**src/rtl/pix_pkg.sv**
```systemverilog
package pix_pkg;
  localparam int unsigned PIX_CNT_W  = 4;
  localparam int unsigned PIX_TRIM_W = 4;

  // measurement phase of a cell within one shutter window
  typedef enum logic [1:0] {
    PX_ARMED = 2'd0,  // waiting for first crossing
    PX_PULSE = 2'd1,  // both counts running
    PX_TAIL  = 2'd2,  // pulse over, arrival still running
    PX_DONE  = 2'd3   // window closed, counts frozen
  } px_state_e;
endpackage

```
**src/rtl/pix_edge_det.sv**
```systemverilog
module pix_edge_det (
  input  logic clk_i,
  input  logic rst_ni,
  input  logic sig_i,
  output logic rise_o
);
  logic sig_q;

  always_ff @(posedge clk_i or negedge rst_ni) begin
    if (!rst_ni) sig_q <= 1'b0;
    else         sig_q <= sig_i;
  end

  assign rise_o = sig_i & ~sig_q;
endmodule

```
**src/rtl/pix_sat_cnt.sv**
```systemverilog
module pix_sat_cnt #(
  parameter int unsigned W = 4
) (
  input  logic         clk_i,
  input  logic         rst_ni,
  input  logic         clr_i,
  input  logic         start_i,
  input  logic         inc_i,
  output logic [W-1:0] cnt_o
);
  localparam logic [W-1:0] MAX = {W{1'b1}};
  localparam logic [W-1:0] ONE = W'(1);

  logic [W-1:0] cnt_q;

  always_ff @(posedge clk_i or negedge rst_ni) begin
    if (!rst_ni)                    cnt_q <= '0;
    else if (clr_i)                 cnt_q <= '0;
    else if (start_i)               cnt_q <= ONE;
    else if (inc_i && cnt_q != MAX) cnt_q <= cnt_q + ONE;
  end

  assign cnt_o = cnt_q;
endmodule

```
**src/rtl/pix_cfg_reg.sv**
```systemverilog
module pix_cfg_reg #(
  parameter int unsigned W = 4
) (
  input  logic         clk_i,
  input  logic         rst_ni,
  input  logic         we_i,
  input  logic [W-1:0] d_i,
  output logic [W-1:0] q_o
);
  always_ff @(posedge clk_i or negedge rst_ni) begin
    if (!rst_ni)   q_o <= '0;
    else if (we_i) q_o <= d_i;
  end
endmodule

```
**src/rtl/pix_hit_capture.sv**
```systemverilog
module pix_hit_capture #(
  parameter int unsigned CNT_W  = pix_pkg::PIX_CNT_W,
  parameter int unsigned TRIM_W = pix_pkg::PIX_TRIM_W
) (
  input  logic                 clk_i,
  input  logic                 rst_ni,
  input  logic                 disc_i,
  input  logic                 shutter_i,
  input  logic                 clear_i,
  input  logic                 load_i,
  input  logic                 cfg_we_i,
  input  logic [TRIM_W-1:0]    cfg_trim_i,
  output logic                 hit_o,
  output logic [2*CNT_W:0]     rd_word_o,
  output logic [TRIM_W-1:0]    trim_o
);
  import pix_pkg::*;

  localparam int unsigned WORD_W = 2 * CNT_W + 1;

  px_state_e        state_q, state_d;
  logic             rise;
  logic             arm;
  logic             toa_inc, tot_inc;
  logic [CNT_W-1:0] toa_cnt, tot_cnt;
  logic [WORD_W-1:0] word_q;

  pix_edge_det u_edge (
    .clk_i  (clk_i),
    .rst_ni (rst_ni),
    .sig_i  (disc_i),
    .rise_o (rise)
  );

  assign arm = shutter_i & rise & (state_q == PX_ARMED);

  always_comb begin
    state_d = state_q;
    unique case (state_q)
      PX_ARMED: if (arm) state_d = PX_PULSE;
      PX_PULSE: begin
        if (!shutter_i)   state_d = PX_DONE;
        else if (!disc_i) state_d = PX_TAIL;
      end
      PX_TAIL:  if (!shutter_i) state_d = PX_DONE;
      PX_DONE:  state_d = PX_DONE;
      default:  state_d = PX_ARMED;
    endcase
    if (clear_i) state_d = PX_ARMED;
  end

  always_ff @(posedge clk_i or negedge rst_ni) begin
    if (!rst_ni) state_q <= PX_ARMED;
    else         state_q <= state_d;
  end

  assign toa_inc = shutter_i & ((state_q == PX_PULSE) | (state_q == PX_TAIL));
  assign tot_inc = shutter_i & disc_i & (state_q == PX_PULSE);

  pix_sat_cnt #(.W(CNT_W)) u_toa (
    .clk_i   (clk_i),
    .rst_ni  (rst_ni),
    .clr_i   (clear_i),
    .start_i (arm),
    .inc_i   (toa_inc),
    .cnt_o   (toa_cnt)
  );

  pix_sat_cnt #(.W(CNT_W)) u_tot (
    .clk_i   (clk_i),
    .rst_ni  (rst_ni),
    .clr_i   (clear_i),
    .start_i (arm),
    .inc_i   (tot_inc),
    .cnt_o   (tot_cnt)
  );

  assign hit_o = (state_q != PX_ARMED);

  always_ff @(posedge clk_i or negedge rst_ni) begin
    if (!rst_ni)     word_q <= '0;
    else if (load_i) word_q <= {hit_o, toa_cnt, tot_cnt};
  end

  assign rd_word_o = word_q;

  pix_cfg_reg #(.W(TRIM_W)) u_trim (
    .clk_i  (clk_i),
    .rst_ni (rst_ni),
    .we_i   (cfg_we_i),
    .d_i    (cfg_trim_i),
    .q_o    (trim_o)
  );
endmodule

```
**config.mk**
```make
export PLATFORM = sky130hd
export DESIGN_NAME = pix_hit_capture
export DESIGN_NICKNAME = d
export VERILOG_FILES = /design/src/rtl/pix_pkg.sv /design/src/rtl/pix_edge_det.sv /design/src/rtl/pix_sat_cnt.sv /design/src/rtl/pix_cfg_reg.sv /design/src/rtl/pix_hit_capture.sv
export SDC_FILE = /design/constraint.sdc
export NUM_CORES = 1
export LEC_CHECK = 0
export ABC_AREA = 1
export CAP_MARGIN = 5
export CORE_MARGIN = 2
export CORE_UTILIZATION = 50
export DETAILED_ROUTE_END_ITERATION = 6
export DONT_BUFFER_PORTS = 1
export GPL_TIMING_DRIVEN = 0
export HOLD_SLACK_MARGIN = 0.02
export PLACE_DENSITY = 0.64
export SLEW_MARGIN = 10
export SYNTH_ARGS = -nofsm -noshare
export SYNTH_HDL_FRONTEND = slang
export SYNTH_SLANG_ARGS = --single-unit
```
**constraint.sdc**
```tcl
create_clock -name clk_i -period 1.5 [get_ports clk_i]
set_input_delay 0.075 -clock clk_i [delete_from_list [all_inputs] [get_ports clk_i]]
set_output_delay 0.075 -clock clk_i [all_outputs]
set_load 0.02 [all_outputs]
```
Yosys cells after proc, flatten, opt, wreduce, memory -nomap -nowiden --
Index checks and enable logic that the tools add are counted.
Word-level totals: bits in writable memories 0, latch bits 0, bits of input ports 11, register bits 24, memories 0, memory bits (read-only) 0
Operators by class: equal/unequal tests 8, order comparisons 0, reductions and logical operators 7, shift-type cells 0, bitwise operators 8, multiply operators 0, div/mod/pow operators 0, multiplexer cells 12, add/sub/neg operators 2
Operators by type and width (count):
- 4-bit 2-to-1 mux | 6
- 4-bit != test, second input constant | 3
- 2-bit 2-to-1 mux | 5
- 4-bit by 1-bit adder with 4-bit output, second input constant | 2
- 2-bit one-hot mux with 4 select lines | 1
- 1-bit AND | 6
- 3-bit != test, second input constant | 2
- 3-bit nonzero test | 2
- 2-bit equality test, second input constant | 2
- 3-bit AND reduction | 1
- 2-bit by 1-bit equality test with 1-bit output, second input constant | 1
- 1-bit logical AND | 2
- 2-bit logical NOT | 1
- 2-bit nonzero test | 1
- 1-bit inverter | 1
- 1-bit bitwise OR | 1

Logic depth before layout (Yosys ltp) --
word-level depth 7, mapped depth 9, depth with buffers taken out 9

Modules after synthesis --
From an unflattened synthesis, not the netlist that was laid out.
Unflattened totals: cells, all modules 164, area total of the unflattened synthesis 1266.2 um^2
By module, submodules not included:
- pix_hit_capture | cells each 76, times used 1, sequential area each 275.3 um^2, area each 589.3 um^2
- pix_sat_cnt | cells each 34, times used 2, sequential area each 100.1 um^2, area each 246.5 um^2
- pix_cfg_reg | cells each 17, times used 1, sequential area each 100.1 um^2, area each 148.9 um^2
- pix_edge_det | cells each 3, times used 1, sequential area each 25.0 um^2, area each 35.0 um^2

Worst setup path before layout --
No wires, ideal clock.
path type register to register, from register state_q[0], to register u_tot.cnt_q[1] (netlist: u_tot.cnt_o[1]), path slack 232 ps, stages on the path, launching flop included 8, data arrival time 1150 ps, library setup time 117 ps, clock period less this slack 1268 ps, buffers on the path 0, required time 1383 ps, path through dfrtp_1 -> inv_1 -> ha_1 -> nand4_1 -> nand2_1 -> inv_1 -> nand3_1 -> nand2_1
Between the ends: longest elaborated chain between the ends 4, elaborated cells between the ends (all ways) 8, those cells by class 1 x eq/ne; 2 x mux; 2 x bitwise; 3 x reduce/logical
RTL lines:
- start: declaration | RTL line pix_hit_capture.sv:21 | px_state_e state_q, state_d;
- start signal: assignment | RTL line pix_hit_capture.sv:54 | else state_q <= state_d;
- 2-bit by 1-bit equality test with 1-bit output or 2-bit logical NOT (tied branches) | RTL line pix_hit_capture.sv:58, pix_hit_capture.sv:35
- 1-bit AND, on equally long branches | RTL line pix_hit_capture.sv:58, pix_hit_capture.sv:35
- 1-bit logical AND or 4-bit 2-to-1 mux (tied branches) | RTL line pix_sat_cnt.sv:20, pix_sat_cnt.sv:19
- 3-bit nonzero test (no source line) or 4-bit 2-to-1 mux (tied branches)
- end signal: assignment | RTL line pix_sat_cnt.sv:20 | else if (inc_i && cnt_q != MAX) cnt_q <= cnt_q + ONE;
- end: declaration | RTL line pix_sat_cnt.sv:14 | logic [W-1:0] cnt_q;
Parallel ways exist; a longest one is shown, timed or not. A chain may end at the register's enable or synchronous reset.

==> results.tsv <==
metric	value	unit
run_status	finished clean	
timing.max_cap.violations	0	
synth_area_leader_cell	sky130_fd_sc_hd__dfrtp_1	
ys_seq_elements	24	
cp_data_required_time	1710	ps
drt_drc_violations_left	0	
synth_seq_area_share	0.513	
worst-slew-pin-transition	1040	ps
synth_fp_nets	157	
ys.warnings.count	0	
detailroute.via_count	922	
synth_largest_type_area_fraction	0.513	
dpl_worst_slack	-69.6	ps
report.final.slew_viol_count	0	
detailedRoute.firstIterationViolations	17	
cts_htree_levels	1	
synth_async_sr_flop_share	1.00	
syn_area_per_cell	8.36	um2
synth_commonest_cells	sky130_fd_sc_hd__nand2_1, sky130_fd_sc_hd__dfrtp_1, sky130_fd_sc_hd__inv_1, sky130_fd_sc_hd__nand3_1, sky130_fd_sc_hd__nor2_1	
yosys-top-cells-area	sky130_fd_sc_hd__dfrtp_1, sky130_fd_sc_hd__nand2_1, sky130_fd_sc_hd__ha_1	
timing.final.hold_violations	0	
wire_length_of_the_first_global_routing_pass	3710	um
end_kind	flop	
reg2reg_setup_slack	80	ps
peakVddDrop	0.810	mV
grt_antenna_before_repair	0	
synthToLayoutAreaGrowth	20.3	%
cts.sinks	24	
critical_path_maximum_fanout	2	
post-route-worst-setup-slack	79.8	ps
yosysUniqueCellTypes	18	
totalNegativeSetupSlack	0	ps
antenna_viol_nets_final	0	
fraction_of_final_layout_cells_sized_beyond_drive_strength_1	0.126	
clock_skew	9.43	ps
synth_edf_count	0	
grt_pass1_vias	885	
slew_headroom	0.307	
hold_path_startpoint	shutter_i	
core.rowCount	17	
count_of_mapped_cells_out_of_synthesis	140	
number_of_stages_on_the_worst_hold_path	4	
worstReg2RegEnd	u_trim.q_o[1]$_DFFE_PN0P_	
clk_transition_reported_paths	130	ps
netlist_area_pre_place	0.00117	mm2
routedWlPerCell	11.8	um
ctsRootBufferMaster	sky130_fd_sc_hd__clkbuf_4	
initial_utilization	0.529	
grt_max_degree	25	
globalRoute.totalOverflow	0	
post-dp-hpwl	1560	um
dieHeight	52.4	um
antenna_cells	0	
firstDrtPassIters	4	
holdCritPathClass	in2reg	
worst_skew_pair.late_latency	310	ps
num-nets-final	177	
power_leakage	0.719	nW
place.gp.congestion	0.769	
share_of_the_clock_period_used_by_the_worst_path_after_layout	0.947	
postLayoutCoreUtil	0.636	
die_w	52.4	um
timing.critical_path.from_type	flop	
timing.rr.start	u_trim.q_o[1]$_DFFE_PN0P_	
die_area	0.00274	mm2
io_buffers	0	
gr_util_all_layers	0.182	
yosys_most_used_dff	sky130_fd_sc_hd__dfrtp_1	
arrival	1630	ps
core_area	0.00221	mm2
finalSetupViolations	0	
vias_per_cell	4.93	
ratio_of_total_power_to_cell_area	1290	mW/mm2
num-fill-cells	215	
r2r_cells	2	
ios	25	
tritoncts_clock_tree	yes	
synthMostInstantiatedCell	sky130_fd_sc_hd__nand2_1	
drt_wl_total	2210	um
maxClockFrequency	704	MHz
finalCriticalPeriod	1420	ps
min_delay_worst_endpoint	u_tot.cnt_o[2]$_DFFE_PN0P_	
cts_buffer_depth	2	
total_cts_buffers	3	
crit_type	reg2reg	
through the flow:
step                instance area [um2]  std cells  hold slack [ps]  total power, mW
detailed placement                 1200        168             -220             1.35
floorplan                          1170        140             -221             1.25
global placement                   1200        168             -220             1.33
global route                       1410        187             33.0             1.95
CTS                                1370        185             31.4             1.74
finish                             1410        187             33.5             1.82
worst max-delay path, stage by stage (launching register included):
cell	delay, ps
sky130_fd_sc_hd__dfrtp_1	480
sky130_fd_sc_hd__mux2_2	290
sky130_fd_sc_hd__dlygate4sd3_1	550
routing by layer:
layer  up-vias  wire length [um]  global-route usage
li1        474                 -                   -
met1       422              1020               0.226
met2        24              1080               0.327
met3         2               103              0.0400
met4         0                11              0.0256
met5         -                 0                   0
where the power goes:
| group | internal, mW | switching (mW) |
|---|---|---|
| logic | 0.257 | 0.336 |
| clock network | 0.148 | 0.188 |
| registers | 0.741 | 0.145 |
| total | 1.15 | 0.669 |
worst max-delay path by stage:
stage                                    startpoint  cells after the start                         end
after floorplan              state_q[0]$_DFFE_PN0P_                      7  u_tot.cnt_o[1]$_DFFE_PN0P_
after global placement       state_q[0]$_DFFE_PN0P_                      7  u_tot.cnt_o[1]$_DFFE_PN0P_
after detailed placement     state_q[1]$_DFFE_PN0P_                      7  u_tot.cnt_o[1]$_DFFE_PN0P_
after CTS                    state_q[1]$_DFFE_PN0P_                      7  u_tot.cnt_o[1]$_DFFE_PN0P_
after global routing         state_q[0]$_DFFE_PN0P_                      7  u_tot.cnt_o[0]$_DFFE_PN0P_
final                     u_trim.q_o[1]$_DFFE_PN0P_                      2   u_trim.q_o[1]$_DFFE_PN0P_
timing repair:
| item | 4_1_cts | 5_1_grt |
|---|---|---|
| gates resized for setup | 0 | 8 |
| pin swaps | 1 | 1 |
| hold buffers | 12 | 0 |
| buffers inserted | 1 | 2 |
| endpoints found under the hold margin | 40 | 0 |
| setup endpoints to repair | 6 | 6 |
cell usage in the layout (no fill, tap or decap), types with 2 or more instances in the layout:
cell type / count
sky130_fd_sc_hd__mux2_2: 4
sky130_fd_sc_hd__nand4_1: 2
sky130_fd_sc_hd__inv_2: 2
sky130_fd_sc_hd__dlygate4sd3_1: 12
sky130_fd_sc_hd__nand2_2: 2
sky130_fd_sc_hd__nor2_1: 11
sky130_fd_sc_hd__inv_1: 16
sky130_fd_sc_hd__nand2_1: 46
sky130_fd_sc_hd__clkbuf_4: 3
sky130_fd_sc_hd__nand3_1: 12
sky130_fd_sc_hd__ha_1: 5
sky130_fd_sc_hd__dfrtp_1: 23
sky130_fd_sc_hd__o21ai_0: 4
sky130_fd_sc_hd__a21oi_1: 3
sky130_fd_sc_hd__buf_4: 3
sequential cells by signal, indices dropped and copies added, names as in the netlist:
register      flops
rd_word_o         9
u_toa.cnt_o       4
u_tot.cnt_o       4
u_trim.q_o        4
state_q           2
u_edge.sig_q      1
cell type report:
| class | instances | area [um2] | area share |
|---|---|---|---|
| repair buffers | 15 | 143 | 0.101 |
| inverters | 18 | 67.6 | 0.0480 |
| well taps | 28 | 35.0 | 0.0249 |
| clock buffers | 4 | 36.3 | 0.0258 |
| multi-input cells | 97 | 520 | 0.370 |
| flip-flops and latches | 24 | 602 | 0.428 |
| plain buffers | 1 | 3.75 | 0.00267 |
kinds of logic (layout without fill, tap and decap cells):
family	after synthesis	after routing	share of synthesized area
XOR/XNOR	1	1	0.00749
flip-flops	24	24	0.513
AO/OA/AOI/OAI	8	8	0.0342
buffers and inverters	19	38	0.0610
adder cells (fa/ha/maj)	6	6	0.0642
AND/OR/NAND/NOR	78	78	0.281
multiplexers	4	4	0.0385
No activity file was read; power rests on OpenSTA's default activity.
